[config.mk]
export PLATFORM = sky130hd
export DESIGN_NAME = sysctl_cop
export DESIGN_NICKNAME = d
export VERILOG_FILES = /design/src/rtl/sysctl_pkg.sv /design/src/rtl/sysctl_decode.sv /design/src/rtl/sysctl_cmd.sv /design/src/rtl/sysctl_cop.sv
export SDC_FILE = /design/constraint.sdc
export NUM_CORES = 1
export LEC_CHECK = 0
export ABC_CLOCK_PERIOD_IN_PS = 5160
export BUFFER_PORTS_ARGS = -buffer_cell sky130_fd_sc_hd__clkbuf_2
export CORE_MARGIN = 2
export CORE_UTILIZATION = 45
export DETAILED_ROUTE_END_ITERATION = 8
export MAX_ROUTING_LAYER = met4
export PLACE_DENSITY = 0.67
export SYNTH_ARGS = -nofsm -noshare
export SYNTH_HDL_FRONTEND = slang
export SYNTH_SLANG_ARGS = --single-unit
[constraint.sdc]
create_clock -name clk -period 5.16 [get_ports clk]
set_clock_uncertainty 0.15 [all_clocks]
set_input_delay 1.032 -clock clk [delete_from_list [all_inputs] [get_ports clk]]
set_output_delay 1.032 -clock clk [all_outputs]
set_load 0.01 [all_outputs]
[src/rtl/sysctl_pkg.sv]
package sysctl_pkg;

    localparam int DW = 32;
    localparam int SELW = 7;

    localparam logic [DW-1:0] CTRL_WMASK = 32'hC000_7387;
    localparam logic [DW-1:0] CTRL_ONES  = 32'h0000_0078;
    localparam logic [DW-1:0] TTB_WMASK  = 32'hFFFF_C000;

    typedef enum logic [3:0] {
        SEL_NONE, SEL_ID, SEL_CTYPE, SEL_CTRL, SEL_TTB, SEL_DAC,
        SEL_FSR_D, SEL_FSR_I, SEL_FAR, SEL_CLK_D, SEL_CLK_I,
        SEL_TLK_D, SEL_TLK_I, SEL_PID, SEL_COP, SEL_TOP
    } sel_e;

    function automatic logic tlb_op_ok(input logic [3:0] m, input logic [2:0] o);
        case ({m, o})
            {4'd7, 3'd0}, {4'd5, 3'd0}, {4'd5, 3'd1},
            {4'd6, 3'd0}, {4'd6, 3'd1}: tlb_op_ok = 1'b1;
            default:                    tlb_op_ok = 1'b0;
        endcase
    endfunction

    function automatic logic cache_op_ok(input logic [3:0] m, input logic [2:0] o);
        case ({m, o})
            {4'd7, 3'd0}, {4'd5, 3'd0}, {4'd5, 3'd1}, {4'd6, 3'd0},
            {4'd6, 3'd1}, {4'd10, 3'd1}, {4'd10, 3'd2}, {4'd10, 3'd4},
            {4'd14, 3'd1}, {4'd14, 3'd2}, {4'd13, 3'd1},
            {4'd0, 3'd4}:  cache_op_ok = 1'b1;
            default:       cache_op_ok = 1'b0;
        endcase
    endfunction

endpackage

[src/rtl/sysctl_decode.sv]
module sysctl_decode
    import sysctl_pkg::*;
(
    input  logic       rd,
    input  logic       wr,
    input  logic       user,
    input  logic [3:0] crn,
    input  logic [3:0] crm,
    input  logic [2:0] op1,
    input  logic [2:0] op2,
    output sel_e       sel,
    output logic       undef
);

    logic acc;
    logic plain;   // storage register with CRm=0, op2=0
    logic split;   // storage register with CRm=0, op2 picks side
    sel_e raw;

    assign acc   = rd | wr;
    assign plain = (crm == 4'd0) && (op2 == 3'd0);
    assign split = (crm == 4'd0) && (op2 <= 3'd1);

    always_comb begin
        raw = SEL_NONE;
        if (op1 == 3'd0) begin
            case (crn)
                4'd0:  if (crm == 4'd0 && !wr) raw = (op2 == 3'd1) ? SEL_CTYPE : SEL_ID;
                4'd1:  if (plain) raw = SEL_CTRL;
                4'd2:  if (plain) raw = SEL_TTB;
                4'd3:  if (plain) raw = SEL_DAC;
                4'd5:  if (split) raw = op2[0] ? SEL_FSR_I : SEL_FSR_D;
                4'd6:  if (plain) raw = SEL_FAR;
                4'd7:  if (wr && cache_op_ok(crm, op2)) raw = SEL_COP;
                4'd8:  if (wr && tlb_op_ok(crm, op2)) raw = SEL_TOP;
                4'd9:  if (split) raw = op2[0] ? SEL_CLK_I : SEL_CLK_D;
                4'd10: if (split) raw = op2[0] ? SEL_TLK_I : SEL_TLK_D;
                4'd13: if (plain) raw = SEL_PID;
                default: raw = SEL_NONE;
            endcase
        end
    end

    assign undef = acc & user;
    assign sel   = (acc && !user) ? raw : SEL_NONE;

endmodule

[src/rtl/sysctl_cmd.sv]
module sysctl_cmd
    import sysctl_pkg::*;
(
    input  logic            clk,
    input  logic            rst_n,
    input  logic            fire_cache,
    input  logic            fire_tlb,
    input  logic [SELW-1:0] sel_in,
    input  logic [DW-1:0]   data_in,
    output logic            cache_vld,
    output logic            tlb_vld,
    output logic [SELW-1:0] sel_out,
    output logic [DW-1:0]   data_out
);

    typedef struct packed {
        logic            cvld;
        logic            tvld;
        logic [SELW-1:0] sel;
        logic [DW-1:0]   data;
    } cmd_t;

    cmd_t cmd_d, cmd_q;

    always_comb begin
        cmd_d      = cmd_q;
        cmd_d.cvld = fire_cache;
        cmd_d.tvld = fire_tlb;
        if (fire_cache || fire_tlb) begin
            cmd_d.sel  = sel_in;
            cmd_d.data = data_in;
        end
    end

    always_ff @(posedge clk) begin
        if (!rst_n) cmd_q <= '0;
        else        cmd_q <= cmd_d;
    end

    assign cache_vld = cmd_q.cvld;
    assign tlb_vld   = cmd_q.tvld;
    assign sel_out   = cmd_q.sel;
    assign data_out  = cmd_q.data;

endmodule

[src/rtl/sysctl_cop.sv]
module sysctl_cop
    import sysctl_pkg::*;
#(
    parameter logic [31:0] ID_WORD    = 32'h4112_9200,
    parameter logic [31:0] CTYPE_WORD = 32'h0D17_2172
) (
    input  logic        clk,
    input  logic        rst_n,
    input  logic        acc_rd,
    input  logic        acc_wr,
    input  logic [3:0]  crn,
    input  logic [3:0]  crm,
    input  logic [2:0]  op1,
    input  logic [2:0]  op2,
    input  logic [31:0] wdata,
    input  logic        user_mode,
    output logic [31:0] rdata,
    output logic        undef_req,
    output logic        cache_cmd_vld,
    output logic        tlb_cmd_vld,
    output logic [6:0]  cmd_sel,
    output logic [31:0] cmd_data
);

    typedef struct packed {
        logic [DW-1:0] ctrl;
        logic [DW-1:0] ttb;
        logic [DW-1:0] dac;
        logic [DW-1:0] fsr_d;
        logic [DW-1:0] fsr_i;
        logic [DW-1:0] far;
        logic [DW-1:0] clk_d;
        logic [DW-1:0] clk_i;
        logic [DW-1:0] tlk_d;
        logic [DW-1:0] tlk_i;
        logic [DW-1:0] pid;
    } regs_t;

    regs_t regs_d, regs_q;
    sel_e  sel;
    logic  dec_undef;
    logic [DW-1:0] rd_mux;

    sysctl_decode u_dec (
        .rd    (acc_rd),
        .wr    (acc_wr),
        .user  (user_mode),
        .crn   (crn),
        .crm   (crm),
        .op1   (op1),
        .op2   (op2),
        .sel   (sel),
        .undef (dec_undef)
    );

    always_comb begin
        regs_d = regs_q;
        if (acc_wr) begin
            case (sel)
                SEL_CTRL:  regs_d.ctrl  = wdata & CTRL_WMASK;
                SEL_TTB:   regs_d.ttb   = wdata & TTB_WMASK;
                SEL_DAC:   regs_d.dac   = wdata;
                SEL_FSR_D: regs_d.fsr_d = wdata;
                SEL_FSR_I: regs_d.fsr_i = wdata;
                SEL_FAR:   regs_d.far   = wdata;
                SEL_CLK_D: regs_d.clk_d = wdata;
                SEL_CLK_I: regs_d.clk_i = wdata;
                SEL_TLK_D: regs_d.tlk_d = wdata;
                SEL_TLK_I: regs_d.tlk_i = wdata;
                SEL_PID:   regs_d.pid   = wdata;
                default:   regs_d = regs_q;
            endcase
        end
    end

    always_ff @(posedge clk) begin
        if (!rst_n) regs_q <= '0;
        else        regs_q <= regs_d;
    end

    always_comb begin
        case (sel)
            SEL_ID:    rd_mux = ID_WORD;
            SEL_CTYPE: rd_mux = CTYPE_WORD;
            SEL_CTRL:  rd_mux = regs_q.ctrl | CTRL_ONES;
            SEL_TTB:   rd_mux = regs_q.ttb;
            SEL_DAC:   rd_mux = regs_q.dac;
            SEL_FSR_D: rd_mux = regs_q.fsr_d;
            SEL_FSR_I: rd_mux = regs_q.fsr_i;
            SEL_FAR:   rd_mux = regs_q.far;
            SEL_CLK_D: rd_mux = regs_q.clk_d;
            SEL_CLK_I: rd_mux = regs_q.clk_i;
            SEL_TLK_D: rd_mux = regs_q.tlk_d;
            SEL_TLK_I: rd_mux = regs_q.tlk_i;
            SEL_PID:   rd_mux = regs_q.pid;
            default:   rd_mux = '0;
        endcase
    end

    assign rdata     = acc_rd ? rd_mux : '0;
    assign undef_req = dec_undef;

    sysctl_cmd u_cmd (
        .clk        (clk),
        .rst_n      (rst_n),
        .fire_cache (sel == SEL_COP),
        .fire_tlb   (sel == SEL_TOP),
        .sel_in     ({crm, op2}),
        .data_in    (wdata),
        .cache_vld  (cache_cmd_vld),
        .tlb_vld    (tlb_cmd_vld),
        .sel_out    (cmd_sel),
        .data_out   (cmd_data)
    );

endmodule

=== Word level (Yosys, flattened, before mapping) ===
Cells that the tools add are included.

* RAM bits: 0
* Register bits after elaboration: 358
* Word-level logic and storage cells: 108
* Input port bits: 51
* Memory bits (read-only): 0
* Memories: 0
* Bits in latches: 0
* Output and inout bits: 74

* Equal/unequal tests: 38
* Divide/modulo/power cells: 0
* $add $sub $neg: 0
* Bitwise gates (word level): 2
* Shift-type cells: 0
* Reduce and logical (&&, ||, !) cells: 26
* Multiplexer cells: 26
* Multipliers: 0
* $lt $le $gt $ge: 1

{| class="wikitable"
|+ Operators by type and width
! operator !! number
|-
| one-hot mux 32 bit (13 select lines) || 1
|-
| equality test 4 bit, second input constant || 12
|-
| one-hot mux 4 bit (11 select lines) || 1
|-
| equality test 7 bit, second input constant || 6
|-
| 2-to-1 mux 4 bit || 10
|-
| equality test 7 x 6 -> 1 bit, second input constant || 5
|-
| 2-to-1 mux 32 bit || 1
|-
| equality test 4 x 3 -> 1 bit, second input constant || 7
|-
| AND reduction 2 bit || 11
|-
| equality test 4 x 2 -> 1 bit, second input constant || 4
|-
| OR reduction 12 bit || 1
|-
| 2-to-1 mux 3 bit || 3
|-
| equality test 4 x 1 -> 1 bit, second input constant || 2
|-
| zero test 4 bit || 2
|-
| equality test 7 x 3 -> 1 bit, second input constant || 1
|-
| 2-to-1 mux 1 bit || 7
|-
| logical AND 1 bit || 6
|-
| zero test 3 bit || 2
|-
| 2-to-1 mux 2 bit || 3
|-
| OR reduction 5 bit || 1
|-
| equality test 3 x 1 -> 1 bit, second input constant || 1
|-
| <= comparator 3 x 1 -> 1 bit, second input constant || 1
|-
| zero test 1 bit || 2
|-
| bitwise AND 1 bit || 1
|-
| other kinds (2) || 2
|}

=== Logic depth before layout (Yosys ltp) ===
* Word-level depth: 13
* Gate-level depth with buffers: 12
* Gate-level depth less buffers: 8

=== Modules after synthesis ===
Synthesis repeated with hierarchy kept, for this count alone.

* Cell total of the unflattened synthesis: 1,984
* Area total of the unflattened synthesis: 16,059.2 um^2

{| class="wikitable"
|+ Modules (own cells, without submodules)
! module !! instances !! area an instance (um^2) !! cells each !! seq. area each (um^2)
|-
| sysctl_cop || 1 || 14,037.2 || 1,735 || 6,346.1
|-
| sysctl_cmd || 1 || 1,562.7 || 182 || 820.8
|-
| sysctl_decode || 1 || 459.2 || 67 || 0.0
|}

=== Least setup slack after synthesis ===
No wires, ideal clock.

* Path kind: in2out
* Start point: input crm[1]
* End point: output rdata[19]
* Stages: 10
* Path buffers: 3
* Required time: 3.978 ns
* Data arrival time: 3.487 ns
* Setup slack: 0.491 ns
* Path through: buf_2 -> or4_4 -> or3_4 -> o21a_1 -> o311ai_4 -> and2_1 -> buf_4 -> buf_4 -> a222oi_1 -> a311oi_1

* Longest elaborated chain between the ends: 13
* Elaborated cells between the ends (all ways): 55
* Those cells by class: eq/ne: 25; mux: 22; reduce/logical: 8

{| class="wikitable"
|+ Ends and longest elaborated chain
! what !! line !! text
|-
| start: declaration || sysctl_cop.sv:12 || <nowiki>input logic [3:0] crm,</nowiki>
|-
| equality test 7 bit, or another cell as far along || sysctl_pkg.sv:25 || <nowiki>case ({m, o})</nowiki>
|-
| OR reduction 12 bit / OR reduction 5 bit (equally long branches) || sysctl_pkg.sv:25, sysctl_pkg.sv:17 ||
|-
| 2-to-1 mux 1 bit (on tied branches) || sysctl_pkg.sv:25, sysctl_pkg.sv:17 ||
|-
| 2-to-1 mux 1 bit || sysctl_decode.sv:27 || <nowiki>case (crn)</nowiki>
|-
| 2-to-1 mux 1 bit || sysctl_decode.sv:26 || <nowiki>if (op1 == 3'd0) begin</nowiki>
|-
| logical AND 1 bit (on tied branches) || sysctl_decode.sv:34, sysctl_decode.sv:35 ||
|-
| 2-to-1 mux 4 bit (on tied branches) || sysctl_decode.sv:34, sysctl_decode.sv:35 ||
|-
| one-hot mux 4 bit (11 select lines) (*) || sysctl_decode.sv:27 ||
|-
| 2-to-1 mux 4 bit (*) || sysctl_decode.sv:26 ||
|-
| 2-to-1 mux 4 bit (*) || sysctl_decode.sv:45 || <nowiki>assign sel = (acc && !user) ? raw : SEL_NONE;</nowiki>
|-
| equality test 4 bit, or another cell as far along || sysctl_cop.sv:82 || <nowiki>case (sel)</nowiki>
|-
| one-hot mux 32 bit (13 select lines) (*) || sysctl_cop.sv:82 ||
|-
| 2-to-1 mux 32 bit (*) || sysctl_cop.sv:100 || <nowiki>assign rdata = acc_rd ? rd_mux : '0;</nowiki>
|-
| end: declaration || sysctl_cop.sv:17 || <nowiki>output logic [31:0] rdata,</nowiki>
|}

Every way passes the cells marked *; elsewhere a longest branch is shown, timed or not. The select of a mux whose other input is x is not followed.

=== Worst setup path in the final report ===
* Start point: input crm[1]
* End point: output rdata[29]

Same word-level chain as after synthesis.

==> impl_metrics.yaml <==
floorplanning:
  io-pin-count: 125
  initial_core_util_pct: 45.3
  fp.dieH_um: 195
  dieArea_um2: 38200
  die_x_um: 195
  core_area_um2: 36300
  placementRows: 70
timing:
  slew_headroom_pct: 28.7
  finalMaxSlewViolations: 0
  timing.hold.ws_ps: 296
  post-route-period-util_pct: 100
  setup_viol: 1
  grt_setup_unrepaired: "yes"
  setup-tns-final_ps: -7.27
  worstMarginPinSlew_ps: 1070
  fmax_mhz: 194
  worst_slack_ps: -7.27
  period_minus_slack_ps: 5170
  hold_viol_final: 0
critical_path:
  arrival_ps: 3990
  critPathMaxStageDelay_ps: 590
  cp_slowest_cell: "or4_4"
  timing.rr.start: "regs_q[256]"
  reg2reg_slack_ps: 4220
  crit_type: "in -> out"
  critical_path.cell_chain: "buf_6 -> or4_4 -> a2111o_1 -> o21a_4 -> buf_4 -> nand2_4 -> nor4_4 -> buf_4 -> buf_12 -> a222oi_1 -> and4_1 -> a211oi_2 -> buf_2"
  path_max_fanout: 11
  startpoint: "crm[1]"
  r2r_end: "regs_q[256]"
  critPathLaunchType: "primary input"
  end_kind: "output pin"
  endpoint: "rdata[29]"
  required_ps: 3980
  crit_top_cell: "buf_4"
  rr_worst_depth: 2
placed_design:
  dp_worst_setup_slack_ps: -135
  dp_hpwl_um: 35900
  numPortBuffers: 124
  placedCellCount: 2506
  finalWeightedCongestion: 0.940
  dpl-instance-area_um2: 18100
yosys:
  synth_cell_types: 78
  yosysTopAreaCellShare_pct: 43.5
  synth-main-ff-cell: "dfxtp_1"
  yosys_warnings: 0
  async_reset_ff_share_pct: 0
  synth_cells: 1975
  synth_top_area_cell: "dfxtp_1"
  synth_area_leaders: "dfxtp_1, nand2_1, a21boi_0"
  synth_edf_count: 0
  synthesis.nets: 2026
  ys_ff_latch: 358
  avgSynthCellArea_um2: 8.35
  yosysSeqAreaShare_pct: 43.5
  synth.cell_area_um2: 16500
route:
  wl_per_cell_um: 22.4
  viasPerCell: 5.95
  dr.pass1.iters: 8
  ant_nets: 0
  drtIter0Drc: 1893
  drc: 0
  drt_wl_total_um: 58600
  via_count: 15600
pwr:
  p_int_mw: 4.63
  sequentialPowerShare_pct: 46.6
  sw_frac_of_total_pct: 22.0
  power_density_nw_per_um2: 292
  peakVddDrop_v: 0.000190
  power.switching_mw: 1.31
  comb_power_share_pct: 3.9
  pwr-share-clk_pct: 49.6
  total_power_mw: 5.93
  leakage_nw: 7.20
run:
  drv_cap: 0
clock_tree:
  cts_inserted_buffers: 40
  root_buffer: "clkbuf_16"
  cts_buffer_depth: 3
  cts_tree: "built"
  htree_levels: 2
  clk_pin_slew_ps: 60
  cts.sinks: 358
  clock_latency_ps: 550
global_routing:
  grt_pass1_vias: 14500
  grt_overflow_total: 0
  globalRouteTotalUtil_pct: 29.9
  antenna_found_initial: 0
  grt_pass1_wl_um: 85700
  grt_max_degree: 188
outcome:
  violations: "negative setup slack"
  outcome: "complete, but fails checks"
final_layout:
  fin_cells: 2617
  final_core_util_pct: 55.9
  fin_nets: 2173
  final_common_cell: "nand2_1"
  drive_above_1_share_pct: 20.7
  design_area_um2: 20300
  layout_common_cells: "nand2_1, dfxtp_1, a21boi_0, buf_4, a21boi_1"
  area_delta_synth_final_pct: 23.4
hold_path:
  hold_class: "reg -> reg"
==> worst min path at each step <==
| stage | start | slack, ps | end | depth (start not counted) |
|---|---|---|---|---|
| floorplan | regs_q[24] | 280 | regs_q[24] | 2 |
| global placement | regs_q[222] | 280 | regs_q[222] | 2 |
| detailed placement | regs_q[263] | 290 | regs_q[263] | 2 |
| CTS | regs_q[124] | 300 | regs_q[124] | 2 |
| global route | regs_q[274] | 310 | regs_q[274] | 2 |
| finish | regs_q[263] | 300 | regs_q[263] | 2 |
==> cells in the mapped netlist (all sizes together), types with 4 or more instances <==
cell type  count
a221o          4
and3          22
and4          17
nand2b         5
nor2b         46
o21ai         14
clkbuf       116
nand2        669
nand3         24
a21boi       322
a221oi        14
a222oi        40
a21oi         14
buf           85
nor4           6
nor3          13
a22oi         45
nor2           9
dfxtp        358
or3            5
mux2i         42
a311oi        19
a22o          11
and2           8
nand4          7
a211oi        15
==> final cells by class <==
type | count | area [µm²]
Clock inverter | 11 | 163
Sequential cell | 358 | 7170
Tap cell | 468 | 586
Antenna cell | 1 | 2.50
Multi-Input combinational cell | 1414 | 8680
Inverter | 3 | 11.3
Fill cell | 3224 | 16000
Timing Repair Buffer | 305 | 2550
Clock buffer | 57 | 1180
==> cell families after synthesis <==
logic type             count (synthesis)  share of synthesized area, %
flip-flops                           358                          43.5
multiplexers                          44                          2.69
XOR/XNOR                               1                        0.0531
AND/OR/NAND/NOR                      849                          22.4
AO/OA/AOI/OAI                        519                          25.5
buffers and inverters                204                          5.89
==> what timing repair did <==
action                                  in CTS  in global routing
cloned                                       0                  7
endpoints found under the hold margin        0                  0
hold buffers                                 0                  0
gates resized for setup                      5                 91
pin swaps                                    1                 29
endpoints found under the setup margin      14                 32
setup buffers                                0                 38
==> worst max-delay path, delay by kind of cell <==
family | cells | cell delay, ps
buffers and inverters | 5 | 740
and+or+nand+nor | 4 | 1040
AOI/OAI and AO/OA | 4 | 1150
==> sequential cells by signal, indices dropped and copies added, names as in the netlist <==
name and count:
u_cmd.tlb_vld 1, regs_q 317, u_cmd.cache_vld 1, u_cmd.sel_out 7
u_cmd.data_out 32
==> power by group through the flow <==
| stage | Combinational, mW | Clock, mW | Sequential [mW] |
|---|---|---|---|
| after detailed placement | 0.210 | 0 | 2.82 |
| after global placement | 0.209 | 0 | 2.82 |
| after floorplan | 0.133 | 0 | 2.82 |
| after global routing | 0.241 | 3.08 | 2.76 |
| after CTS | 0.211 | 2.97 | 2.76 |
| final | 0.229 | 2.94 | 2.76 |
==> routing by layer <==
layer  part of all wire [%]  GRT usage (%)  up-vias
li1                       -              -     7103
met1                     42           39.3     7547
met2                     46           47.0      799
met3                    9.4           4.89      128
met4                    2.8           9.78        0
met5                      0              -        -
(Power assumes the default switching activity.)
